==> src/rtl/kbc_pkg.sv <==
package kbc_pkg;
    typedef enum logic [0:0] {IB_EMPTY = 1'b0, IB_FULL = 1'b1} ib_state_e;
    typedef enum logic [0:0] {OB_EMPTY = 1'b0, OB_FULL = 1'b1} ob_state_e;
    typedef enum logic [0:0] {IRQ_DIRECT = 1'b0, IRQ_GATED = 1'b1} irq_mode_e;
endpackage

==> src/rtl/kbc_in_buf.sv <==
module kbc_in_buf
    import kbc_pkg::*;
#(
    parameter int DATA_W = 8
) (
    input  logic              clk,
    input  logic              rst_n,
    input  logic              host_wr,
    input  logic              host_addr,
    input  logic [DATA_W-1:0] host_wdata,
    input  logic              cpu_ib_rd,
    output logic [DATA_W-1:0] ib_data,
    output logic              ibf,
    output logic              cd
);
    ib_state_e state_q, state_d;
    logic [DATA_W-1:0] data_q;
    logic cd_q;

    // next-state: host write (T_HOST_WR) beats controller take (T_CPU_TAKE)
    always_comb begin
        state_d = state_q;
        unique case (state_q)
            IB_EMPTY: if (host_wr) state_d = IB_FULL;
            IB_FULL: begin
                if (host_wr)        state_d = IB_FULL;
                else if (cpu_ib_rd) state_d = IB_EMPTY;
            end
        endcase
    end

    always_ff @(posedge clk) begin
        if (!rst_n) begin
            state_q <= IB_EMPTY;
        end else begin
            state_q <= state_d;
        end
    end

    always_ff @(posedge clk) begin
        if (!rst_n) begin
            data_q <= '0;
            cd_q   <= 1'b0;
        end else if (host_wr) begin
            data_q <= host_wdata;
            cd_q   <= host_addr;
        end
    end

    always_comb begin
        ibf     = (state_q == IB_FULL);
        cd      = cd_q;
        ib_data = data_q;
    end
endmodule

==> src/rtl/kbc_out_buf.sv <==
module kbc_out_buf
    import kbc_pkg::*;
#(
    parameter int DATA_W = 8
) (
    input  logic              clk,
    input  logic              rst_n,
    input  logic              cpu_ob_wr,
    input  logic [DATA_W-1:0] cpu_ob_wdata,
    input  logic              cpu_obf_clr,
    input  logic              host_data_rd,
    input  logic              gated,
    output logic [DATA_W-1:0] ob_data,
    output logic              obf
);
    ob_state_e state_q, state_d;
    logic [DATA_W-1:0] data_q;
    logic drain;

    always_comb begin
        drain   = (host_data_rd && gated) || cpu_obf_clr;
        state_d = state_q;
        unique case (state_q)
            OB_EMPTY: if (cpu_ob_wr) state_d = OB_FULL;
            OB_FULL: begin
                if (cpu_ob_wr)  state_d = OB_FULL;
                else if (drain) state_d = OB_EMPTY;
            end
        endcase
    end

    always_ff @(posedge clk) begin
        if (!rst_n) begin
            state_q <= OB_EMPTY;
        end else begin
            state_q <= state_d;
        end
    end

    always_ff @(posedge clk) begin
        if (!rst_n) begin
            data_q <= '0;
        end else if (cpu_ob_wr) begin
            data_q <= cpu_ob_wdata;
        end
    end

    always_comb begin
        obf     = (state_q == OB_FULL);
        ob_data = data_q;
    end
endmodule

==> src/rtl/kbc_irq_ctl.sv <==
module kbc_irq_ctl
    import kbc_pkg::*;
(
    input  logic clk,
    input  logic rst_n,
    input  logic cpu_en_flags,
    input  logic cpu_p24_wr,
    input  logic cpu_p24_val,
    input  logic obf,
    output logic gated,
    output logic irq
);
    irq_mode_e mode_q, mode_d;
    logic p24_q;

    always_comb begin
        mode_d = mode_q;
        unique case (mode_q)
            IRQ_DIRECT: if (cpu_en_flags) mode_d = IRQ_GATED;
            IRQ_GATED:  mode_d = IRQ_GATED;
        endcase
    end

    always_ff @(posedge clk) begin
        if (!rst_n) begin
            mode_q <= IRQ_DIRECT;
        end else begin
            mode_q <= mode_d;
        end
    end

    always_ff @(posedge clk) begin
        if (!rst_n) begin
            p24_q <= 1'b0;
        end else if (cpu_p24_wr) begin
            p24_q <= cpu_p24_val;
        end
    end

    always_comb begin
        gated = (mode_q == IRQ_GATED);
        unique case (mode_q)
            IRQ_DIRECT: irq = p24_q;
            IRQ_GATED:  irq = p24_q & obf;
        endcase
    end
endmodule

==> src/rtl/kbc_host_if.sv <==
module kbc_host_if #(
    parameter int DATA_W  = 8,
    parameter int OBF_BIT = 0,
    parameter int IBF_BIT = 1,
    parameter int CD_BIT  = 3
) (
    input  logic              clk,
    input  logic              rst_n,
    input  logic              host_wr,
    input  logic              host_rd,
    input  logic              host_addr,
    input  logic [DATA_W-1:0] host_wdata,
    output logic [DATA_W-1:0] host_rdata,
    input  logic              cpu_ib_rd,
    output logic [DATA_W-1:0] cpu_ib_data,
    output logic              cpu_cmd_flag,
    input  logic              cpu_ob_wr,
    input  logic [DATA_W-1:0] cpu_ob_wdata,
    input  logic              cpu_obf_clr,
    input  logic              cpu_en_flags,
    input  logic              cpu_p24_wr,
    input  logic              cpu_p24_val,
    output logic              kbd_irq
);
    localparam int STAT_W = DATA_W;

    logic              obf_w, ibf_w, cd_w, gated_w;
    logic              host_data_rd;
    logic [DATA_W-1:0] ob_data_w;
    logic [STAT_W-1:0] status_w;

    assign host_data_rd = host_rd && !host_addr;

    kbc_in_buf #(.DATA_W(DATA_W)) u_in (
        .clk(clk), .rst_n(rst_n), .host_wr(host_wr), .host_addr(host_addr),
        .host_wdata(host_wdata), .cpu_ib_rd(cpu_ib_rd),
        .ib_data(cpu_ib_data), .ibf(ibf_w), .cd(cd_w)
    );

    kbc_out_buf #(.DATA_W(DATA_W)) u_out (
        .clk(clk), .rst_n(rst_n), .cpu_ob_wr(cpu_ob_wr),
        .cpu_ob_wdata(cpu_ob_wdata), .cpu_obf_clr(cpu_obf_clr),
        .host_data_rd(host_data_rd), .gated(gated_w),
        .ob_data(ob_data_w), .obf(obf_w)
    );

    kbc_irq_ctl u_irq (
        .clk(clk), .rst_n(rst_n), .cpu_en_flags(cpu_en_flags),
        .cpu_p24_wr(cpu_p24_wr), .cpu_p24_val(cpu_p24_val),
        .obf(obf_w), .gated(gated_w), .irq(kbd_irq)
    );

    always_comb begin
        status_w          = '0;
        status_w[OBF_BIT] = obf_w;
        status_w[IBF_BIT] = ibf_w;
        status_w[CD_BIT]  = cd_w;
    end

    assign host_rdata   = host_addr ? status_w : ob_data_w;
    assign cpu_cmd_flag = cd_w;
endmodule

==> config.mk <==
export PLATFORM = sky130hd
export DESIGN_NAME = kbc_host_if
export DESIGN_NICKNAME = d
export VERILOG_FILES = /design/src/rtl/kbc_pkg.sv /design/src/rtl/kbc_in_buf.sv /design/src/rtl/kbc_out_buf.sv /design/src/rtl/kbc_irq_ctl.sv /design/src/rtl/kbc_host_if.sv
export SDC_FILE = /design/constraint.sdc
export NUM_CORES = 1
export LEC_CHECK = 0
export CAP_MARGIN = 30
export CORE_AREA = 2 2 41 43
export CTS_CLUSTER_DIAMETER = 60
export DETAILED_ROUTE_END_ITERATION = 8
export DIE_AREA = 0 0 43 45
export DONT_BUFFER_PORTS = 1
export MAX_ROUTING_LAYER = met4
export PLACE_DENSITY = 0.82
export REMOVE_ABC_BUFFERS = 1
export SYNTH_ARGS = -nofsm -noshare
export SYNTH_HDL_FRONTEND = slang
export SYNTH_HIERARCHICAL = 1
export SYNTH_SLANG_ARGS = --single-unit
==> constraint.sdc <==
create_clock -name clk -period 2.4 [get_ports clk]
set_input_delay 0.24 -clock clk [delete_from_list [all_inputs] [get_ports clk]]
set_output_delay 0.24 -clock clk [all_outputs]
set_load 0.01 [all_outputs]
# Yosys cells after proc, flatten, opt, wreduce, memory -nomap -nowiden
# Index checks and enable logic that the tools add are counted.
[word_totals] output_inout_bits=18 reg_bits=21 in_bits=27 elab_cells=27
[classes] bitwise=4 n_mux=12 reduce_logical=4
[op_table] operator="two-way mux 8 bit" count=1
[op_table] operator="case mux 1 bit (2 select lines)" count=4
[op_table] operator="two-way mux 1 bit" count=7
[op_table] operator="NOT 1 bit" count=3
[op_table] operator="logical AND 1 bit" count=2
[op_table] operator="AND 1 bit" count=1
[op_table] operator="zero test 1 bit" count=1
[op_table] operator="logical OR 1 bit" count=1

# Logic depth before layout (Yosys ltp)
[logic_depth] ltp_word=7 mapped_depth=4 mapped_depth_nobuf=3

# Hierarchy
# Netlist, hierarchy kept.
[by_module_without_submodules] module="kbc_in_buf" seq_area_each_um2=200.2 n_inst=1 area_per_inst_um2=371.6 cells_each=31
[by_module_without_submodules] module="kbc_out_buf" seq_area_each_um2=180.2 n_inst=1 area_per_inst_um2=340.3 cells_each=29
[by_module_without_submodules] module="kbc_host_if" seq_area_each_um2=0.0 n_inst=1 area_per_inst_um2=108.9 cells_each=10
[by_module_without_submodules] module="kbc_irq_ctl" seq_area_each_um2=40.0 n_inst=1 area_per_inst_um2=75.1 cells_each=7

# Worst setup path after synthesis
# OpenSTA, ideal clock, no wires.
[synth_path] path_kind="input-to-reg" start="input port host_addr" end="register u_out.state_q (netlist: u_out/obf)" stages=4 setup_time_ps=58 arrival_ps=879 t_required_ps=2342 n_path_buf=1 slack_ps=1464 cell_sequence="buf_6 > and2b_2 > a211oi_1 > o21a_1"
[synth_between] elab_chain_cells=7
[synth_lines] item="start, declared" line="kbc_host_if.sv:11" rtl="input logic host_addr,"
[synth_lines] item="zero test 1 bit" line="kbc_host_if.sv:32" rtl="assign host_data_rd = host_rd && !host_addr;"
[synth_lines] item="logical AND 1 bit" line="kbc_host_if.sv:32"
[synth_lines] item="named net host_data_rd" line="kbc_host_if.sv:28" rtl="logic host_data_rd;"
[synth_lines] item="logical AND 1 bit" line="kbc_out_buf.sv:21" rtl="drain = (host_data_rd && gated) || cpu_obf_clr;"
[synth_lines] item="logical OR 1 bit" line="kbc_out_buf.sv:21"
[synth_lines] item="two-way mux 1 bit" line="kbc_out_buf.sv:27" rtl="else if (drain) state_d = OB_EMPTY;"
[synth_lines] item="two-way mux 1 bit" line="kbc_out_buf.sv:26" rtl="if (cpu_ob_wr) state_d = OB_FULL;"
[synth_lines] item="case mux 1 bit (2 select lines)" line="kbc_out_buf.sv:23" rtl="unique case (state_q)"
[synth_lines] item="end signal, assigned" line="kbc_out_buf.sv:36" rtl="state_q <= state_d;"
[synth_lines] item="end, declared" line="kbc_out_buf.sv:16" rtl="ob_state_e state_q, state_d;"
# The timed path passes the listed nets, and every way through them passes these cells.
# A chain may end at the register's enable or synchronous reset.

# Final worst setup path
[layout_path] start="register u_out.state_q (netlist: u_out/obf)" end="output port kbd_irq"
[layout_between] elab_chain_cells=2
[layout_lines] item="AND 1 bit" line="kbc_irq_ctl.sv:44" rtl="IRQ_GATED: irq = p24_q & obf;"
[layout_lines] item="case mux 1 bit (2 select lines)" line="kbc_irq_ctl.sv:42" rtl="unique case (mode_q)"
[layout_lines] item="end, declared" line="kbc_host_if.sv:23" rtl="output logic kbd_irq"
# Every way passes these cells.

==> qor.yml <==
run_status:
  status: "complete, no violations"
drt:
  wirelength_um: 1400
  detail-route-antenna-nets: 0
  wl_per_cell_um: 14.9
  vias: 530
  routed_via_density: 5.64
  drc: 0
  drt_iter0_markers: 4
  drt-pass1-iter-count: 2
synthesis:
  synth_ff_type: "dfxtp_1"
  seq_area_frac_synth_pct: 46.9
  synth_cell_types: 10
  synth_area_leader_cell: "dfxtp_1"
  syn_inst: 77
  syn_avg_cell_area_sq_um: 11.6
  synth_warnings: 6
  mappedNetlistArea_sq_um: 896
  yosys.area.top_type_share_pct: 46.9
  synthTopCellsByArea: "dfxtp_1 (47%), mux2i_1 (20%), nor2b_1 (13%), and2b_2 (5.9%), mux2_4 (5.0%)"
  async_reset_ff_share_pct: 0
  synth_commonest_cells: "dfxtp_1 (21), nor2b_1 (19), mux2i_1 (18), and2b_2 (6)"
  synth-seq-cells: 21
  synth.most_common_cell: "dfxtp_1"
  synth_edf_count: 0
sta:
  setup_viol: 0
  finClkSkew_ns: 0.000110
  drv_slew: 0
  max_freq_ghz: 0.799
  rsz0062_at_grt: "no"
  finalCritPeriodShare_pct: 52.2
  period_minus_slack_ns: 1.25
  worst_slew_pin_slew_ns: 0.364
  maxSlewHeadroom_pct: 75.5
  tns_ns: 0
  final_hold_viol_count: 0
finish:
  ff_latch_area_sq_um: 420
  fin_area_sq_um: 910
  fillers: 123
  fin_nets: 106
  diodes: 0
  multi_input_area_sq_um: 434
  area_growth_pct: 1.54
  drive_above_1_share_pct: 16.7
floorplan:
  fp.dieW_um: 43
  die_area_sq_mm: 0.00194
  coreArea_sq_mm: 0.00147
  die_y_um: 45
  initial_core_util_pct: 60.9
  top_level_ports: 45
  std_cell_rows: 14
critical_path:
  required_ns: 2.16
  path_class: "flop to primary output"
  crit_chain: "inv_1, a21boi_0"
  reg2reg_from: "u_out/obf$_SDFF_PN0_"
  startpoint: "u_out/obf$_SDFF_PN0_"
  cpMaxStageDelayCell: "dfxtp_1"
  cp.arrival_ns: 1.01
  max_stage_delay_ns: 0.37
  crit_path_start_kind: "flop"
  crit_fanout: 3
  cp-end-kind: "primary output"
pwr:
  leakage_uw: 0.000405
  ir_drop_mv: 0.454
  power_density_mw_per_mm2: 665
clock_network:
  ctsHoldBuffers: 0
  insertion_delay_ns: 0.29
  ctsResizeCount: 0
  cts_buffer_depth: 2
  clk_root_buffer_cell: "clkbuf_4"
  tritoncts: "built"
  clkTransAtPathRegs_ns: 0.12
  numClockSinks: 21
  htree_levels: 1
  cts_made_buffers: 3
  cts_setup_buffers: 0
worst_hold_path:
  holdCritStartpoint: "rst_n"
  hp-class: "primary input to flop"
global_route:
  grt_pass1_wl_um: 2220
  grt_overflow: 0
  grt_usage_pct: 16.2
  antenna_found_initial: 0
  grt_max_degree: 22
  grt_pass1_vias: 563
placement:
  place.gp.congestion: 0.630
  placedInstanceArea_sq_um: 882
  port_buffers: 0
  hpwl_um: 1060
job:
  cap_viol_max_count: 0
-- final timing paths --
path	to	slack (ns)	cells past startpoint
setup / recovery	kbd_irq	1.15	2
hold / removal	u_out/obf$_SDFF_PN0_	0.06	1
setup reg to reg	u_out/obf$_SDFF_PN0_	1.60	3
hold reg to reg	u_irq/gated$_SDFF_PN0_	0.50	1
-- cells by family after synthesis --
logic type	Yosys count	synth area share [%]
flops	21	46.9
simple gates	25	19.1
buf+inv	5	4.61
mux	21	25.1
compound gates	5	4.19
-- area by class of cell --
class	count	area share, %
clock buffers	3	2.48
clock inverters	1	0.550
inverters	2	0.825
multi-input cells	51	47.7
flip-flops and latches	21	46.2
well taps	16	2.20
-- stage by stage --
stage	util [%]	cells	hold slack [ns]	total power, uW	setup WS [ns]
after floorplan	-	74	0.358	441	1.52
after CTS	61.8	94	0.0538	611	1.13
after global routing	61.8	94	0.0392	634	1.06
final	61.8	94	0.0609	605	1.15
after global placement	59.9	90	0.361	446	1.48
after detailed placement	59.9	90	0.361	450	1.47
-- registers in the layout (all words and copies together) (netlist names) --
name and flops:
u_irq/gated 1, u_in/ib_data 8, u_irq/p24_q 1, u_in/ibf 1, u_in/cd 1, u_out/obf 1, u_out/ob_data 8
-- metal layers --
metal	part of all wire, %	global-route usage [%]	routed length, um
met1	40	18.1	560
met3	8.9	4.80	124
met5	0	-	0
met4	1.1	7.27	15
met2	50	27.0	696
-- power by group --
part	internal, uW	switching [uW]
combinational	36.4	18.3
sequential	370	16.1
clock	61.8	102
total	468	137
-- critical path: cells and delay by family (launching register included) --
kind	cells	cell delay [ns]
DFF	1	0.37
AOI/OAI and AO/OA	1	0.31
buffers and inverters	1	0.04
-- placed cells by master (no fill, tap or decap), drive strengths merged --
cell	Yosys	final
mux2	3	3
inv	2	2
nor2b	19	19
clkinv	0	1
dfxtp	21	21
mux2i	18	18
o21a	3	3
a211oi	1	1
clkbuf	0	3
and2b	6	6
a21boi	1	1
No activity file was read; power rests on OpenSTA's default activity.
